**src/rtl/hta_pkg.sv**
```systemverilog
package hta_pkg;
  // Sizes shared by the assembler and its bench
  localparam int HTA_BYTE_W = 8;
  localparam int HTA_NBYTES = 3;
  localparam int HTA_ADDR_W = 3;
  localparam int HTA_FLAG_DELAY = 2;

  // Lane index written by a host address, or -1 outside the window
  function automatic int lane_of(input int addr, input logic hi_top,
                                 input int addr_w, input int nbytes);
    int base;
    int top;
    base = (1 << addr_w) - nbytes;
    top  = (1 << addr_w) - 1;
    if (addr < base || addr > top) return -1;
    return hi_top ? (addr - base) : (top - addr);
  endfunction
endpackage

```
**src/rtl/hta_addr_decode.sv**
```systemverilog
module hta_addr_decode #(
  parameter int ADDR_W = 3,
  parameter int NBYTES = 3
) (
  input  logic              wr,
  input  logic [ADDR_W-1:0] addr,
  input  logic              hi_top,
  output logic [NBYTES-1:0] lane_we,
  output logic              commit
);
  localparam int BASE = (1 << ADDR_W) - NBYTES;
  localparam int TOP  = (1 << ADDR_W) - 1;
  localparam logic [ADDR_W-1:0] TOP_A = ADDR_W'(TOP);

  for (genvar i = 0; i < NBYTES; i++) begin : g_lane
    localparam logic [ADDR_W-1:0] UP_A = ADDR_W'(BASE + i);
    localparam logic [ADDR_W-1:0] DN_A = ADDR_W'(TOP - i);
    assign lane_we[i] = wr && (hi_top ? (addr == UP_A) : (addr == DN_A));
  end

  assign commit = wr && (addr == TOP_A);
endmodule

```
**src/rtl/hta_byte_lanes.sv**
```systemverilog
module hta_byte_lanes #(
  parameter int BYTE_W = 8,
  parameter int NBYTES = 3,
  localparam int WORD_W = BYTE_W * NBYTES
) (
  input  logic              clk,
  input  logic              rst,
  input  logic [NBYTES-1:0] we,
  input  logic [BYTE_W-1:0] din,
  output logic [WORD_W-1:0] lanes_q
);
  for (genvar i = 0; i < NBYTES; i++) begin : g_reg
    logic [BYTE_W-1:0] q;
    always_ff @(posedge clk) begin
      if (rst)        q <= '0;
      else if (we[i]) q <= din;
    end
    assign lanes_q[i*BYTE_W +: BYTE_W] = q;

    assert_lane_load_R1: assert property (@(posedge clk) disable iff (rst)
      we[i] |=> (q == $past(din)));
  end

  assert_single_lane_R2: assert property (@(posedge clk) disable iff (rst)
    $onehot0(we));
endmodule

```
**src/rtl/hta_status_pipe.sv**
```systemverilog
module hta_status_pipe #(
  parameter int   DEPTH   = 2,
  parameter logic RST_VAL = 1'b1
) (
  input  logic clk,
  input  logic rst,
  input  logic d,
  output logic q,
  output logic q_pre
);
  logic [DEPTH-1:0] stg;

  always_ff @(posedge clk) begin
    if (rst) begin
      stg <= {DEPTH{RST_VAL}};
    end else begin
      stg[0] <= d;
      for (int i = 1; i < DEPTH; i++) stg[i] <= stg[i-1];
    end
  end

  assign q = stg[DEPTH-1];

  if (DEPTH == 1) begin : g_pre_in
    assign q_pre = d;
  end else begin : g_pre_stg
    assign q_pre = stg[DEPTH-2];
  end
endmodule

```
**src/rtl/host_tx_assembler.sv**
```systemverilog
module host_tx_assembler #(
  parameter int BYTE_W     = hta_pkg::HTA_BYTE_W,
  parameter int NBYTES     = hta_pkg::HTA_NBYTES,
  parameter int ADDR_W     = hta_pkg::HTA_ADDR_W,
  parameter int FLAG_DELAY = hta_pkg::HTA_FLAG_DELAY
) (
  input  logic                     clk,
  input  logic                     rst,
  input  logic                     sw_rst,
  input  logic                     host_en,
  input  logic                     hi_at_top,
  input  logic                     req_en,
  input  logic                     host_wr,
  input  logic [ADDR_W-1:0]        host_addr,
  input  logic [BYTE_W-1:0]        host_data,
  input  logic                     proc_rd,
  output logic                     host_tx_empty,
  output logic                     host_req,
  output logic [BYTE_W*NBYTES-1:0] rx_word,
  output logic                     rx_full
);
  localparam int WORD_W = BYTE_W * NBYTES;
  localparam logic [ADDR_W-1:0] BASE_A = ADDR_W'((1 << ADDR_W) - NBYTES);
  localparam logic [ADDR_W-1:0] TOP_A  = ADDR_W'((1 << ADDR_W) - 1);

  logic              any_rst;
  logic [NBYTES-1:0] lane_we;
  logic              commit;
  logic [WORD_W-1:0] lanes_q;
  logic              txde_r;
  logic              rxf_r;
  logic              xfer;
  logic              pipe_pre;

  // All three reset sources act alike
  assign any_rst = rst | sw_rst | ~host_en;

  hta_addr_decode #(.ADDR_W(ADDR_W), .NBYTES(NBYTES)) u_dec (
    .wr(host_wr), .addr(host_addr), .hi_top(hi_at_top),
    .lane_we(lane_we), .commit(commit)
  );

  hta_byte_lanes #(.BYTE_W(BYTE_W), .NBYTES(NBYTES)) u_lanes (
    .clk(clk), .rst(any_rst), .we(lane_we), .din(host_data), .lanes_q(lanes_q)
  );

  // Handoff fires when a word is pending and the holding register is free
  assign xfer = ~txde_r & ~rxf_r;

  always_ff @(posedge clk) begin
    if (any_rst) begin
      txde_r  <= 1'b1;
      rxf_r   <= 1'b0;
      rx_word <= '0;
    end else begin
      if (xfer) begin
        rx_word <= lanes_q;
        rxf_r   <= 1'b1;
      end else if (proc_rd) begin
        rxf_r   <= 1'b0;
      end
      // A commit in the transfer cycle leaves the next word pending
      if (commit)    txde_r <= 1'b0;
      else if (xfer) txde_r <= 1'b1;
    end
  end

  assign rx_full = rxf_r;

  hta_status_pipe #(.DEPTH(FLAG_DELAY), .RST_VAL(1'b1)) u_stat (
    .clk(clk), .rst(any_rst), .d(txde_r), .q(host_tx_empty), .q_pre(pipe_pre)
  );

  always_ff @(posedge clk) begin
    if (any_rst) host_req <= 1'b0;
    else         host_req <= req_en & pipe_pre;
  end

  // Assertion support: cycles since the last reset, saturating at 2
  logic [1:0] chk_age;
  always_ff @(posedge clk) begin
    if (any_rst)             chk_age <= 2'd0;
    else if (chk_age != 2'd2) chk_age <= chk_age + 2'd1;
  end

  assert_low_addr_ignored_R3: assert property (@(posedge clk) disable iff (any_rst)
    (chk_age != 2'd0 && host_wr && host_addr < BASE_A) |=> $stable(lanes_q));

  assert_commit_clears_R4: assert property (@(posedge clk) disable iff (any_rst)
    (host_wr && host_addr == TOP_A) |=> !txde_r);

  assert_xfer_sets_flags_R4: assert property (@(posedge clk) disable iff (any_rst)
    (!txde_r && !rxf_r && !commit) |=> (txde_r && rxf_r));

  assert_hold_while_full_R5: assert property (@(posedge clk) disable iff (any_rst)
    (chk_age != 2'd0 && rxf_r && !proc_rd) |=> (rxf_r && $stable(rx_word)));

  assert_read_clears_R5: assert property (@(posedge clk) disable iff (any_rst)
    (proc_rd && rxf_r) |=> !rxf_r);

  assert_req_follows_flag_R7: assert property (@(posedge clk) disable iff (any_rst)
    (chk_age != 2'd0) |-> (host_req == ($past(req_en) && host_tx_empty)));

  assert_collide_keeps_pending_R9: assert property (@(posedge clk) disable iff (any_rst)
    (host_wr && host_addr == TOP_A && !txde_r && !rxf_r) |=> (!txde_r && rxf_r));

  if (FLAG_DELAY == 2) begin : g_delay_chk
    assert_status_delay_R6: assert property (@(posedge clk) disable iff (any_rst)
      (chk_age == 2'd2) |-> (host_tx_empty == $past(txde_r, 2)));
  end
endmodule

```
**config.mk**
```make
export PLATFORM = sky130hd
export DESIGN_NAME = host_tx_assembler
export DESIGN_NICKNAME = d
export VERILOG_FILES = /design/src/rtl/hta_pkg.sv /design/src/rtl/hta_addr_decode.sv /design/src/rtl/hta_byte_lanes.sv /design/src/rtl/hta_status_pipe.sv /design/src/rtl/host_tx_assembler.sv
export SDC_FILE = /design/constraint.sdc
export NUM_CORES = 1
export LEC_CHECK = 0
export ABC_AREA = 0
export BUFFER_PORTS_ARGS = -buffer_cell sky130_fd_sc_hd__buf_2
export CAP_MARGIN = 0
export CORE_MARGIN = 4
export CORE_UTILIZATION = 45
export CTS_CLUSTER_SIZE = 12
export DETAILED_ROUTE_END_ITERATION = 16
export PLACE_DENSITY_LB_ADDON = 0.08
export SYNTH_ARGS = -nofsm -noshare
export SYNTH_HDL_FRONTEND = slang
export SYNTH_SLANG_ARGS = --single-unit
```
**constraint.sdc**
```tcl
create_clock -name clk -period 1.1 [get_ports clk]
set_input_delay 0.055 -clock clk [delete_from_list [all_inputs] [get_ports clk]]
set_output_delay 0.055 -clock clk [all_outputs]
set_load 0.005 [all_outputs]
```
-- Yosys cells after proc, flatten, opt, wreduce, memory -nomap -nowiden
Cells that the tools add are included.
- muxes and demuxes: 6
- order comparisons: 0
- $mul: 0
- equal/unequal tests: 3
- bitwise gates (word level): 7
- reduce and logical (&&, ||, !) cells: 6
- shift operators: 0
- add/subtract/negate cells: 0
- divide/modulo/power cells: 0
- operator list (operator ; count):
    3-bit equality test (second input constant) ; 3
    1-bit 2-to-1 mux ; 6
    1-bit logical AND ; 4
    2-bit nonzero test ; 2
    1-bit inverter ; 3
    1-bit bitwise AND ; 2
    1-bit OR ; 2
- bits in read-only memories: 0
- latch bits: 0
- word-level logic and storage cells: 30
- bits in writable memories: 0
- register bits after elaboration: 53
- memories: 0
- output and inout port bits: 27

-- Longest topological paths before layout
- depth after elaboration: 4
- depth in mapped cells: 5

-- Modules after synthesis
From an unflattened synthesis, not the netlist that was laid out.
- cell total of the unflattened synthesis: 208
- area, all modules: 2093.3 um^2
- by module, submodules not included (module ; times used ; cells each ; area an instance (um^2) ; sequential area each (um^2)):
    host_tx_assembler ; 1 ; 119 ; 1138.6 ; 540.5
    hta_byte_lanes ; 1 ; 77 ; 859.6 ; 480.5
    hta_status_pipe ; 1 ; 4 ; 52.6 ; 40.0
    hta_addr_decode ; 1 ; 8 ; 42.5 ; 0.0

-- Least setup slack after synthesis
OpenSTA, ideal clock, no wires.
- kind: flip-flop to flip-flop
- start: register rxf_r (netlist: rx_full)
- end: register rx_word[10]
- data arrival time: 1028 ps
- stages on the path, launching flop included: 6
- period minus slack after synthesis: 1161 ps
- path buffers: 2
- path slack: -61 ps
- setup time: 132 ps
- path through: dfxtp_1 > or2_2 > buf_2 > buf_2 > nand2_1 > a21oi_1
- cells in the longest elaborated chain, start to end: 2
- ends and longest elaborated chain (item ; line ; RTL):
    from (decl) ; host_tx_assembler.sv:31 ; logic rxf_r;
    from (signal assigned) ; host_tx_assembler.sv:53 ; rxf_r <= 1'b0;
    from (signal assigned) ; host_tx_assembler.sv:58 ; rxf_r <= 1'b1;
    from (signal assigned) ; host_tx_assembler.sv:60 ; rxf_r <= 1'b0;
    1-bit inverter ; host_tx_assembler.sv:48 ; assign xfer = ~txde_r & ~rxf_r;
    1-bit bitwise AND ; host_tx_assembler.sv:48 ;
    to (signal assigned) ; host_tx_assembler.sv:57 ; rx_word <= lanes_q;
    to (decl) ; host_tx_assembler.sv:19 ; output logic [BYTE_W*NBYTES-1:0] rx_word,
Every way passes these cells.
A chain may end at the register's enable or synchronous reset.

-- Worst setup path in the final report
- start: register rxf_r (netlist: rx_full)
- end: register rx_word[11]
The elaborated chain is that of the path after synthesis.

==> impl_results.md <==
* Status: complete, no violations
* Comb pwr share at 0.051
* Distinct cells, synth at 24
* Final hold violations at 0
* Final setup viols at 0
* CP Launch Type: register
* Leak at 0.904 nW
* Clock Skews at 0.00381 ns
* Antenna violations before repair at 0
* Reg area at 1060 um2
* CTS resizes at 0
* Post-DRT Antenna Nets at 0
* Detailed-route via count at 1609
* Total CTS buffers at 5
* Reg2reg path depth at 3
* Die area at 5390 um2
* Area of the mapped netlist at 1930 um2
* Final WS setup at 0.0817 ns
* GP Congestion at 0.759
* Placed Instance Area at 2210 um2
* Post-Syn Area per Cell at 8.72 um2
* Switching share of power at 0.206
* Sequential area share after synthesis at 0.551
* Sum Neg Setup Slack at 0 ns
* Final std cells w/o fill at 326
* Critical path class: register to register
* Clk_lat worst skew at 0.30 ns
* GRT Total Usage at 0.162
* Drt wl/cell at 12.8 um
* Unrepaired setup endpoints after global routing: yes
* Hold endpoint: u_lanes.g_reg[1].q[0]
* Port Buffers at 45
* Core area at 4060 um2
* Pwr/cell area at 1440 nW/um2
* Syn Inst Count at 221
* Internal power at 2.74 mW
* Die H at 73.4 um
* Root buf cell: clkbuf_8
* Vias in the first global route at 1488
* Net Sw Power at 0.711 mW
* FF-to-FF End: rx_word[11]
* Share of post-route cells with drive strength above 1 at 0.239
* Critical path arrival at 1.20 ns
* Vias per cell at 4.94
* Max clock buf depth at 2
* Crit-path max FO at 25
* Power Total at 3.45 mW
* Worst vdd ir at 0.925 mV
* Largest net degree at the start of global routing at 34
* Worst Hold Class: primary input to register
* CP max stage delay at 0.37 ns
* Final Cell Area at 2400 um2
* Power share of the clock group at 0.392
* Antenna cells at 0
* Syn Nets at 240
* Clock Sinks at 53
* Initial core utilization at 0.475
* Drt drc at 0
* Worst EP required at 1.28 ns
* Synth area leader: dfxtp_1
* Row count at 23
* Slew headroom at 0.539
* R2r setup slk at 0.08 ns
* Pre-CTS setup slack at -0.00276 ns
* Least-Margin Pin Slew at 0.686 ns
* Post-Route WL at 4160 um
* Synthesis-to-layout area growth at 24.5%
* Syn. warnings at 0
* Top cell type's share of synthesized area at 0.551
* Register bit total from synthesis at 53
* Worst path slowest cell: or2_4
* Crit Reg-Reg Startpoint: rx_full
* Final Core Density at 0.591
* Postcts setup bufs at 0
* Sequential Power Share at 0.558
* HPWL Detailed at 2840 um
* DR iter-0 viols at 105
* CTS tree: built
* Hold_sp: host_data[0]
* Worst-path clk slew at 0.09 ns
* Max Clk Rate at 0.982 GHz
* Initial DRT Pass Iterations at 4
* Final Net Count at 294
* Placed insts at 311
* Hold path cells at 3
* Fin crit share at 0.926
* MaxCap Viol Count at 0
* Fin. max-slew vios at 0
* Final hold slack at 0.0108 ns
* Multi-input gate area at 801 um2
* Critical Path, Cell by Cell: or2_4 > nand2_1 > a21oi_1
* I/O pin total at 46
* First-pass GRT wire length at 6800 um
* Gr ovfl total at 0
* H-tree depth at 2
* Die W at 73.4 um
* CP endpoint kind: register
* Crit path time final at 1.02 ns
* Synth area leaders: dfxtp_1, nand2_1, a21oi_1, mux2i_1, o211ai_1
* Filler Cell Count at 380
[layout by cell type, fill, tap and decap left out]
master | netlist | layout
buf_12 | 0 | 1
dfxtp_1 | 53 | 52
o21ai_1 | 8 | 8
and4b_1 | 1 | 1
inv_1 | 1 | 1
a22o_1 | 1 | 1
nand2b_1 | 1 | 1
a21oi_1 | 33 | 33
nor2_4 | 1 | 1
and3_1 | 2 | 2
dfxtp_2 | 0 | 1
or2_4 | 0 | 1
o211ai_1 | 8 | 8
bufinv_16 | 0 | 1
nand2_2 | 2 | 2
buf_4 | 0 | 5
dlygate4sd3_1 | 0 | 7
xnor2_1 | 1 | 1
nand4b_1 | 1 | 1
nand2_1 | 82 | 82
nor3b_4 | 1 | 1
clkbuf_8 | 0 | 6
or2b_1 | 1 | 1
buf_2 | 6 | 45
nor2_1 | 2 | 2
clkbuf_1 | 3 | 1
xor2_2 | 1 | 1
nand3_2 | 1 | 1
mux2i_1 | 8 | 8
[logic make-up (layout without fill, tap and decap cells)]
family,after synthesis,after routing,share of synthesized area
AO/OA/AOI/OAI,50,50,0.142
multiplexers,8,8,0.0416
AND/OR/NAND/NOR,96,96,0.218
flip-flops,53,53,0.551
XOR/XNOR,2,2,0.0130
buffers and inverters,12,67,0.0351
[registers in the layout, summed over array words and instances, names as in the netlist]
name / cells
txde_r: 1
u_lanes.g.q: 24
u_stat.stg: 2
host_req: 1
rx_word: 24
rx_full: 1
[worst max-delay path by stage]
stage | from | end | slack [ns] | cells past startpoint
2_1_floorplan | rx_full | rx_word[10] | 0.05 | 5
5_1_grt | rx_full | rx_word[8] | -0.007 | 4
6_report | rx_full | rx_word[11] | 0.08 | 3
3_3_place_gp | host_addr[1] | u_lanes.g_reg[0].q[1] | 0.06 | 4
4_1_cts | rx_full | rx_word[1] | 0.07 | 3
3_5_place_dp | host_addr[1] | u_lanes.g_reg[0].q[7] | -0.003 | 4
[area by class of cell]
type / instances / area share
flip-flops and latches: 53 / 0.443
multi-input cells: 156 / 0.334
repair buffers: 58 / 0.147
clock buffers: 7 / 0.0360
well taps: 50 / 0.0261
clock inverters: 1 / 0.0125
inverters: 1 / 0.00156
[synthesized netlist by cell type]
library cell / n
nor3b_4: 1
dfxtp_1: 53
clkbuf_1: 3
nand2_2: 2
xor2_2: 1
mux2i_1: 8
and4b_1: 1
and3_1: 2
or2b_1: 1
xnor2_1: 1
or2_2: 1
nand3_2: 1
nand2_1: 82
buf_6: 2
nand4b_1: 1
inv_1: 1
nand2b_1: 1
a21oi_1: 33
nor2_4: 1
o211ai_1: 8
buf_2: 6
o21ai_1: 8
a22o_1: 1
nor2_1: 2
[metal layers]
metal / vias to the layer above / global-route usage / part of all wire
met5: - / 0 / 0
met4: 0 / 0.0543 / 0.015
met3: 7 / 0.0465 / 0.057
met2: 40 / 0.246 / 0.44
met1: 726 / 0.221 / 0.49
li1: 836 / - / -
[critical path, delay by kind of cell (launching register included)]
family,cells,cell delay [ns]
AND/OR/NAND/NOR,2,0.47
flip-flops,1,0.35
AO/OA/AOI/OAI,1,0.07
[power groups by stage]
stage | clock, mW | sequential (mW) | combinational (mW)
finish | 1.35 | 1.92 | 0.175
global route | 1.46 | 1.93 | 0.192
CTS | 1.38 | 1.92 | 0.174
detailed placement | 0 | 1.97 | 0.156
global placement | 0 | 1.97 | 0.156
floorplan | 0 | 1.97 | 0.0827
[repair_timing]
action                                 4_1_cts  5_1_grt
hold buffers                                 6        1
endpoints found under the hold margin        6        1
setup endpoints to repair                    0        1
No activity file was read; power rests on OpenSTA's default activity.
